`config.mk`:
```
export PLATFORM = sky130hd
export DESIGN_NAME = cmt_squash_ctrl
export DESIGN_NICKNAME = d
export VERILOG_FILES = /design/src/rtl/cmt_sq_pkg.sv /design/src/rtl/cmt_trap_timer.sv /design/src/rtl/cmt_squash_thread.sv /design/src/rtl/cmt_mispred_counter.sv /design/src/rtl/cmt_squash_ctrl.sv
export SDC_FILE = /design/constraint.sdc
export NUM_CORES = 1
export LEC_CHECK = 0
export CAP_MARGIN = 20
export CORE_AREA = 10 10 300 302
export DETAILED_ROUTE_END_ITERATION = 16
export DIE_AREA = 0 0 310 312
export PLACE_DENSITY = 0.48
export SKIP_CTS_REPAIR_TIMING = 1
export SYNTH_ARGS = -nofsm -noshare
export SYNTH_HDL_FRONTEND = slang
export SYNTH_HIERARCHICAL = 1
export SYNTH_SLANG_ARGS = --single-unit
```
`constraint.sdc`:
```
create_clock -name clk -period 5.1 [get_ports clk]
set_input_delay 0.765 -clock clk [delete_from_list [all_inputs] [get_ports clk]]
set_output_delay 0.765 -clock clk [all_outputs]
set_load 0.01 [all_outputs]
```
`src/rtl/cmt_sq_pkg.sv`:
```
package cmt_sq_pkg;
  typedef enum logic [1:0] {
    ST_IDLE  = 2'd0,
    ST_RUN   = 2'd1,
    ST_TRAP  = 2'd2,
    ST_ROBSQ = 2'd3
  } thr_state_e;
endpackage

```
`src/rtl/cmt_trap_timer.sv`:
```
module cmt_trap_timer #(
  parameter int LAT_W = 6
) (
  input  logic             clk,
  input  logic             rst_n,
  input  logic             start,
  input  logic [LAT_W-1:0] lat,
  output logic             fire
);
  logic [LAT_W-1:0] cnt_q;
  logic             busy_q;

  always_ff @(posedge clk) begin
    if (!rst_n) begin
      cnt_q  <= '0;
      busy_q <= 1'b0;
      fire   <= 1'b0;
    end else begin
      fire <= 1'b0;
      if (start) begin
        busy_q <= 1'b1;
        cnt_q  <= lat;
      end else if (busy_q) begin
        if (cnt_q <= LAT_W'(1)) begin
          busy_q <= 1'b0;
          cnt_q  <= '0;
          fire   <= 1'b1;
        end else begin
          cnt_q <= cnt_q - LAT_W'(1);
        end
      end
    end
  end
endmodule

```
`src/rtl/cmt_squash_thread.sv`:
```
module cmt_squash_thread
  import cmt_sq_pkg::*;
#(
  parameter int SEQ_W = 16,
  parameter int PC_W  = 32
) (
  input  logic             clk,
  input  logic             rst_n,
  input  logic             trap_take,
  input  logic             trap_fire,
  input  logic             ctx_req,
  input  logic             exe_valid,
  input  logic [SEQ_W-1:0] exe_seq,
  input  logic             exe_incl,
  input  logic             exe_mispred,
  input  logic [PC_W-1:0]  exe_pc,
  input  logic [PC_W-1:0]  arch_pc,
  input  logic             rob_empty,
  input  logic [SEQ_W-1:0] rob_head_seq,
  input  logic             rob_done,
  input  logic             alloc_valid,
  input  logic [SEQ_W-1:0] alloc_seq,
  output logic             alloc_ready,
  output logic             sq_strobe,
  output logic             rob_squashing,
  output logic [SEQ_W-1:0] sq_seq,
  output logic [PC_W-1:0]  sq_pc,
  output logic             sq_mispred,
  output logic [SEQ_W-1:0] youngest,
  output logic [1:0]       status,
  output logic             mis_event
);
  thr_state_e       st_q;
  logic             full_sq;
  logic             exe_ok;
  logic [SEQ_W-1:0] full_seq;
  logic [SEQ_W-1:0] exe_eff;

  always_comb begin
    full_sq   = trap_fire | ctx_req;
    full_seq  = rob_empty ? '0 : rob_head_seq - SEQ_W'(1);
    exe_eff   = exe_seq - SEQ_W'(exe_incl);
    exe_ok    = exe_valid && (st_q != ST_TRAP) && (exe_seq <= youngest) && !full_sq;
    mis_event = exe_ok && exe_mispred;
  end

  assign alloc_ready   = (st_q != ST_ROBSQ);
  assign rob_squashing = (st_q == ST_ROBSQ);
  assign status        = st_q;

  always_ff @(posedge clk) begin
    if (!rst_n) begin
      st_q       <= ST_IDLE;
      sq_strobe  <= 1'b0;
      sq_seq     <= '0;
      sq_pc      <= '0;
      sq_mispred <= 1'b0;
      youngest   <= '0;
    end else begin
      sq_strobe <= full_sq | exe_ok;
      if (full_sq) begin
        sq_seq     <= full_seq;
        sq_pc      <= arch_pc;
        sq_mispred <= 1'b0;
        youngest   <= '0;
        st_q       <= ST_ROBSQ;
      end else if (exe_ok) begin
        sq_seq     <= exe_eff;
        sq_pc      <= exe_pc;
        sq_mispred <= exe_mispred;
        youngest   <= exe_eff;
        st_q       <= ST_ROBSQ;
      end else begin
        if (alloc_valid && alloc_ready) youngest <= alloc_seq;
        if (st_q == ST_ROBSQ && rob_done) st_q <= ST_RUN;
      end
      if (trap_take) st_q <= ST_TRAP;
    end
  end
endmodule

```
`src/rtl/cmt_mispred_counter.sv`:
```
module cmt_mispred_counter #(
  parameter int N     = 4,
  parameter int CNT_W = 16
) (
  input  logic             clk,
  input  logic             rst_n,
  input  logic [N-1:0]     events,
  output logic [CNT_W-1:0] count
);
  localparam int INC_W = $clog2(N + 1);
  logic [INC_W-1:0] inc;

  always_comb begin
    inc = '0;
    for (int i = 0; i < N; i++) inc = inc + INC_W'(events[i]);
  end

  always_ff @(posedge clk) begin
    if (!rst_n) count <= '0;
    else        count <= count + CNT_W'(inc);
  end
endmodule

```
`src/rtl/cmt_squash_ctrl.sv`:
```
module cmt_squash_ctrl #(
  parameter int NUM_THREADS = 4,
  parameter int SEQ_W       = 16,
  parameter int PC_W        = 32,
  parameter int LAT_W       = 6,
  parameter int CNT_W       = 16
) (
  input  logic                                clk,
  input  logic                                rst_n,
  input  logic [LAT_W-1:0]                    trap_lat,
  input  logic [NUM_THREADS-1:0]              trap_take,
  input  logic [NUM_THREADS-1:0]              ctx_req,
  input  logic [NUM_THREADS-1:0]              exe_valid,
  input  logic [NUM_THREADS-1:0][SEQ_W-1:0]   exe_seq,
  input  logic [NUM_THREADS-1:0]              exe_incl,
  input  logic [NUM_THREADS-1:0]              exe_mispred,
  input  logic [NUM_THREADS-1:0][PC_W-1:0]    exe_pc,
  input  logic [NUM_THREADS-1:0][PC_W-1:0]    arch_pc,
  input  logic [NUM_THREADS-1:0]              rob_empty,
  input  logic [NUM_THREADS-1:0][SEQ_W-1:0]   rob_head_seq,
  input  logic [NUM_THREADS-1:0]              rob_done,
  input  logic [NUM_THREADS-1:0]              alloc_valid,
  output logic [NUM_THREADS-1:0]              alloc_ready,
  input  logic [NUM_THREADS-1:0][SEQ_W-1:0]   alloc_seq,
  output logic [NUM_THREADS-1:0]              sq_strobe,
  output logic [NUM_THREADS-1:0]              rob_squashing,
  output logic [NUM_THREADS-1:0][SEQ_W-1:0]   sq_seq,
  output logic [NUM_THREADS-1:0][PC_W-1:0]    sq_pc,
  output logic [NUM_THREADS-1:0]              sq_mispred,
  output logic [NUM_THREADS-1:0][SEQ_W-1:0]   youngest_seq,
  output logic [NUM_THREADS-1:0][1:0]         thr_status,
  output logic [CNT_W-1:0]                    mispred_cnt
);
  logic [NUM_THREADS-1:0] trap_fire;
  logic [NUM_THREADS-1:0] mis_event;

  for (genvar t = 0; t < NUM_THREADS; t++) begin : g_thr
    cmt_trap_timer #(.LAT_W(LAT_W)) u_timer (
      .clk   (clk),
      .rst_n (rst_n),
      .start (trap_take[t]),
      .lat   (trap_lat),
      .fire  (trap_fire[t])
    );

    cmt_squash_thread #(.SEQ_W(SEQ_W), .PC_W(PC_W)) u_thr (
      .clk           (clk),
      .rst_n         (rst_n),
      .trap_take     (trap_take[t]),
      .trap_fire     (trap_fire[t]),
      .ctx_req       (ctx_req[t]),
      .exe_valid     (exe_valid[t]),
      .exe_seq       (exe_seq[t]),
      .exe_incl      (exe_incl[t]),
      .exe_mispred   (exe_mispred[t]),
      .exe_pc        (exe_pc[t]),
      .arch_pc       (arch_pc[t]),
      .rob_empty     (rob_empty[t]),
      .rob_head_seq  (rob_head_seq[t]),
      .rob_done      (rob_done[t]),
      .alloc_valid   (alloc_valid[t]),
      .alloc_seq     (alloc_seq[t]),
      .alloc_ready   (alloc_ready[t]),
      .sq_strobe     (sq_strobe[t]),
      .rob_squashing (rob_squashing[t]),
      .sq_seq        (sq_seq[t]),
      .sq_pc         (sq_pc[t]),
      .sq_mispred    (sq_mispred[t]),
      .youngest      (youngest_seq[t]),
      .status        (thr_status[t]),
      .mis_event     (mis_event[t])
    );
  end

  cmt_mispred_counter #(.N(NUM_THREADS), .CNT_W(CNT_W)) u_cnt (
    .clk    (clk),
    .rst_n  (rst_n),
    .events (mis_event),
    .count  (mispred_cnt)
  );
endmodule

```
; ---- Word level (Yosys, flattened, before mapping)
; Cells that the tools add are included.
; Widths: inputs -> output; s select.
[op_classes]
reduce_logical = 60
n_eq_ne = 12
n_bitwise = 13
n_mux = 72
order_cmp = 8
add_sub_neg = 16
[ops]
columns = op, count
row1 = $mux 16, 20
row2 = $mux 32, 8
row3 = $mux 6, 12
row4 = $le 16x16->1, 4
row5 = $sub 16x1->16, 4
row6 = $sub 16x1->16 const B, 4
row7 = $mux 2, 16
row8 = $le 6x1->1 const B, 4
row9 = $logic_and 1x1->1, 24
row10 = $reduce_bool 2->1, 12
row11 = $sub 6x1->6 const B, 4
row12 = $add 16x3->16, 1
row13 = $mux 1, 16
row14 = $ne 2x2->1 const B, 8
row15 = $reduce_bool 4->1, 4
row16 = $reduce_or 2->1, 8
row17 = $reduce_bool 3->1, 4
row18 = $reduce_or 3->1, 4
row19 = $eq 2x2->1 const B, 4
row20 = $or 1x1->1, 8
row21 = $add 3x1->3, 2
row22 = $not 1->1, 5
row23 = $logic_not 1->1, 4
row24 = $add 1x1->2, 1
[totals]
inputBits = 488
out_inout_bits = 296
regBits = 320

; ---- Depth between registers and ports, before layout
[depth]
word_depth = 9
depth_mapped = 18

; ---- By module
; Netlist, hierarchy kept.
[by_module_without_submodules]
columns = module, area_each_um2, n_inst, cells_per_inst
row1 = cmt_squash_thread at g_thr[0].u_thr ..., 4093.9, 3, 537
row2 = cmt_squash_thread at g_thr[3].u_thr, 4078.9, 1, 539
row3 = cmt_trap_timer, 486.7, 4, 52
row4 = cmt_mispred_counter, 803.3, 1, 83

; ---- Least setup slack after synthesis
; Ideal clock, no wire load.
[synth_timing]
kind = input to register
startpoint = in exe_seq[62] (netlist name)
endpoint = reg u_cnt.count[14]
cell_stages = 17
arrival_time_ns = 4.613
setup_time_ns = 0.070
path_slack_ns = 0.417
cell_sequence = ha_1 -> nand4_2 -> nor4_2 -> a21bo_2 -> and3_1 -> clkbuf_1 -> buf_2 -> o211ai_1 -> inv_1 -> fa_1 -> inv_1 -> fa_1 -> fa_1 -> and3b_2 -> nand3_4 -> or3_1 -> a21boi_1
[synth_between]
elab_chain_cells = 6
[synth_rtl]
columns = item, line_no
row1 = from (decl), cmt_squash_ctrl.sv:14  ; input logic [NUM_THREADS-1:0][SEQ_W-1:0] exe_seq,
row2 = $le 16x16->1, cmt_squash_thread.sv:43  ; exe_ok = exe_valid && (st_q != ST_TRAP) && (exe_seq <= youngest) && !full_sq;
row3 = $logic_and 1x1->1 (2 in series), cmt_squash_thread.sv:43
row4 = $logic_and 1x1->1, cmt_squash_thread.sv:44  ; mis_event = exe_ok && exe_mispred;
row5 = named net mis_event[3], cmt_squash_ctrl.sv:35  ; logic [NUM_THREADS-1:0] mis_event;
row6 = $add 3x1->3, cmt_mispred_counter.sv:15  ; for (int i = 0; i < N; i++) inc = inc + INC_W'(events[i]);
row7 = $add 16x3->16, cmt_mispred_counter.sv:20  ; else count <= count + CNT_W'(inc);
row8 = to (signal assigned), cmt_mispred_counter.sv:20
row9 = to (decl), cmt_mispred_counter.sv:8  ; output logic [CNT_W-1:0] count
; The timed path passes the listed nets, and every way through them passes these cells.
; A chain may end at the register's enable or synchronous reset.

; ---- Worst setup path in the final report
[layout_timing]
startpoint = in exe_seq[63] (netlist name)
endpoint = reg u_cnt.count[14]
; The elaborated chain is that of the path after synthesis.

==> summary.txt <==
STA
  – Hold Fails Final Rpt: 0
  – Max-slew violation count: 0
  – Max Freq: 217 MHz
  – Final min period: 4.60 ns
  – Tcrit/Tclk final: 90.3%
  – Final setup skew: 0.0172 ns
  – Unrepaired setup endpoints after global routing: false
  – Max_slew headroom: 32.0%
  – Final setup vio count: 0
  – Worst-Margin Slew: 1.02 ns
  – Hold slack final: 0.475 ns

Clock network
  – Clock sinks: 320
  – Skew-Pair Late Insertion Delay: 0.57 ns
  – Root buffer cell: clkbuf_16
  – H-tree Lvls: 2
  – Clock-pin slew on the worst setup and hold paths: 0.05 ns
  – Total CTS buffers: 44
  – Clock Path Buffers: 3
  – CTS tree: yes

Critical path
  – CP Buf/Inv Count: 3
  – Worst-path cell chain: clkdlybuf4s50_1, ha_1, nand4_2, nor4_2, a21bo_2, and3_1, o211ai_1, inv_1, fa_1, inv_1, fa_1, fa_1, and3b_2, nand3_4, or3_1, a21boi_1
  – CP max stage cell: fa_1
  – CP arrival: 5.09 ns
  – Worst Path Max Fanout: 4
  – Worst setup EP type: flop
  – CP max stage delay: 0.48 ns
  – Worst path most repeated cell: fa_1
  – Startpoint types: primary input
  – CP top delay family: adder cells
  – Req. time, crit path: 5.59 ns
  – CP Class: primary input to flop

Die
  – Num ports: 784
  – Core area: 84,300 sq um
  – Die ar.: 96,700 sq um
  – Die Span X: 310 microns
  – Initial Utilization: 22.7%
  – Die height: 312 microns
  – Rows: 107

Power
  – Lkg Pwr: 0.0111 uW
  – Power Dens Cells: 265 nW/um^2
  – VDD IR max: 0.187 mV

Logic synthesis
  – Unique masters post-synth: 79
  – Synth Cell Area: 19,100 sq um
  – Post-Syn Instances: 2,441
  – Post-synthesis sequential area ratio: 33.5%
  – Syn avg cell area: 7.83 sq um
  – Register bit count reported by yosys: 320
  – Ys async rst share: 0%
  – Primary FF master, synth: dfxtp_1
  – Yosys warns: 6
  – Post-synth EDFFs: 0
  – Mapped Nets: 3,017

Place
  – Port bufs: 783
  – Post-DP HPWL: 76,400 microns
  – Placer Congestion: 0.891

Detailed routing
  – Routed len/inst: 22.6 microns
  – Via count: 21,100
  – Via-to-Cell Ratio: 4.87
  – DRC viols: 0
  – Routed wire length: 97,900 microns
  – DRT antenna net count: 0
  – DRT iter0 DRCs: 1,364
  – TritonRoute pass-1 iters: 6

Worst hold path
  – HP Class: flop to flop

Cells and area
  – Final core occ: 35.3%
  – Commonest non-fill, non-tap cell in the layout: clkdlybuf4s50_1
  – Final #Nets: 3,780
  – Fraction of layout cells with a size suffix above 1: 7.97%
  – P&R area growth vs syn: 55.8%
  – Most frequent cells in the layout: 782 x clkdlybuf4s50_1, 470 x nand2_1, 320 x dfxtp_1

Global route
  – Total GRT Usage: 19.0%
  – Number of global-route vias before repair: 21,000
  – Largest net degree at the start of global routing: 49
  – First-pass GRT wire length: 142,000 microns
  – Total gr overflow: 0
  – Initial antenna violation count: 15

Run
  – MaxCap Viol Count: 0

Outcome
  – Status: complete, no violations
[cell families after synthesis]
logic type / synth area share, %
AO/OA/AOI/OAI: 20.6
flip-flops: 33.5
adder cells (fa/ha/maj): 5.88
multiplexers: 0.491
AND/OR/NAND/NOR: 27.3
XOR/XNOR: 5.73
buffers and inverters: 6.45
[path summary, 6_finish.rpt]
kind / from / to / slack, ns / cells after the start
worst min-delay path: g_thr[2].u_thr/sq_seq[6]$_SDFFE_PN0P_ / g_thr[2].u_thr/sq_seq[6]$_SDFFE_PN0P_ / 0.48 / 2
worst max register to register: g_thr[0].u_thr/youngest[14]$_SDFFE_PP0P_ / u_cnt/count[14]$_SDFF_PN0_ / 0.74 / 16
worst max-delay path: exe_seq[63] / u_cnt/count[14]$_SDFF_PN0_ / 0.50 / 16
worst min register to register: g_thr[2].u_thr/sq_seq[6]$_SDFFE_PN0P_ / g_thr[2].u_thr/sq_seq[6]$_SDFFE_PN0P_ / 0.48 / 2
[layout make-up]
type | instances | area, sq um
fill | 8856 | 54600
multi-input combinational | 1840 | 11500
timing repair buffer | 888 | 8620
sequential | 320 | 6410
tap | 1090 | 1360
clock buffer | 67 | 1330
inverter | 110 | 413
clock inverter | 12 | 124
antenna | 8 | 20.0
[cell usage after synthesis, drive strengths merged, types with 57 or more instances]
cell type	instances	share of area, %
dfxtp	320	34
o211ai	57	2.2
a311oi	128	5.9
o21ai	98	2.6
clkbuf	96	1.9
nand2	473	9.3
nor2	69	1.4
a21oi	134	3.6
inv	110	2.2
buf	75	2.4
nand3	135	3.6
nor3	187	5.1
xor2	69	3.2
ha	85	5.6
[sequential cells by signal (all words and copies together) (netlist names)]
signal / flops
g_thr.u_timer/cnt_q: 24
g_thr.u_thr/sq_strobe: 4
g_thr.u_timer/busy_q: 4
g_thr.u_timer/fire: 4
g_thr.u_thr/youngest: 64
g_thr.u_thr/sq_pc: 128
g_thr.u_thr/sq_mispred: 4
g_thr.u_thr/status: 8
u_cnt/count: 16
g_thr.u_thr/sq_seq: 64
[worst reg2reg max path, cell delays in order (launching register included)]
cell      delay, ns
dfxtp_1        0.37
inv_1          0.08
ha_1           0.30
nand4_2        0.12
nor4_1         0.41
buf_4          0.18
a21bo_2        0.23
nand3_1        0.10
a21boi_0       0.19
fa_1           0.57
inv_1          0.05
fa_1           0.40
fa_1           0.40
and3b_2        0.30
nand3_4        0.09
or3_1          0.35
a21boi_1       0.13
[layer usage]
metal,part of all wire (%),global-route usage (%),routed length [microns]
met2,49,33.4,48200
met4,2.3,5.15,2240
met5,0.075,0,73
met3,7.1,4.40,6970
met1,41,22.9,40400
[report_power, final]
group	leakage, uW	internal, uW	switching, uW
Clock	0.000718	1890	1270
Sequential	0.00264	2680	124
Combinational	0.00775	977	946
Total	0.0111	5550	2340
[through the flow]
step	area [sq um]	std cells	setup TNS, ns	setup WS, ns	total power (uW)
after floorplan	19100	2441	0	0.417	3690
after global placement	28300	4247	-0.185	-0.0764	4780
after detailed placement	28300	4247	-0.394	-0.130	4780
after CTS	29800	4326	0	0.495	8030
after global routing	29800	4334	0	0.233	8270
final	29800	4335	0	0.496	7880
Power figures use the tool's default switching activity.
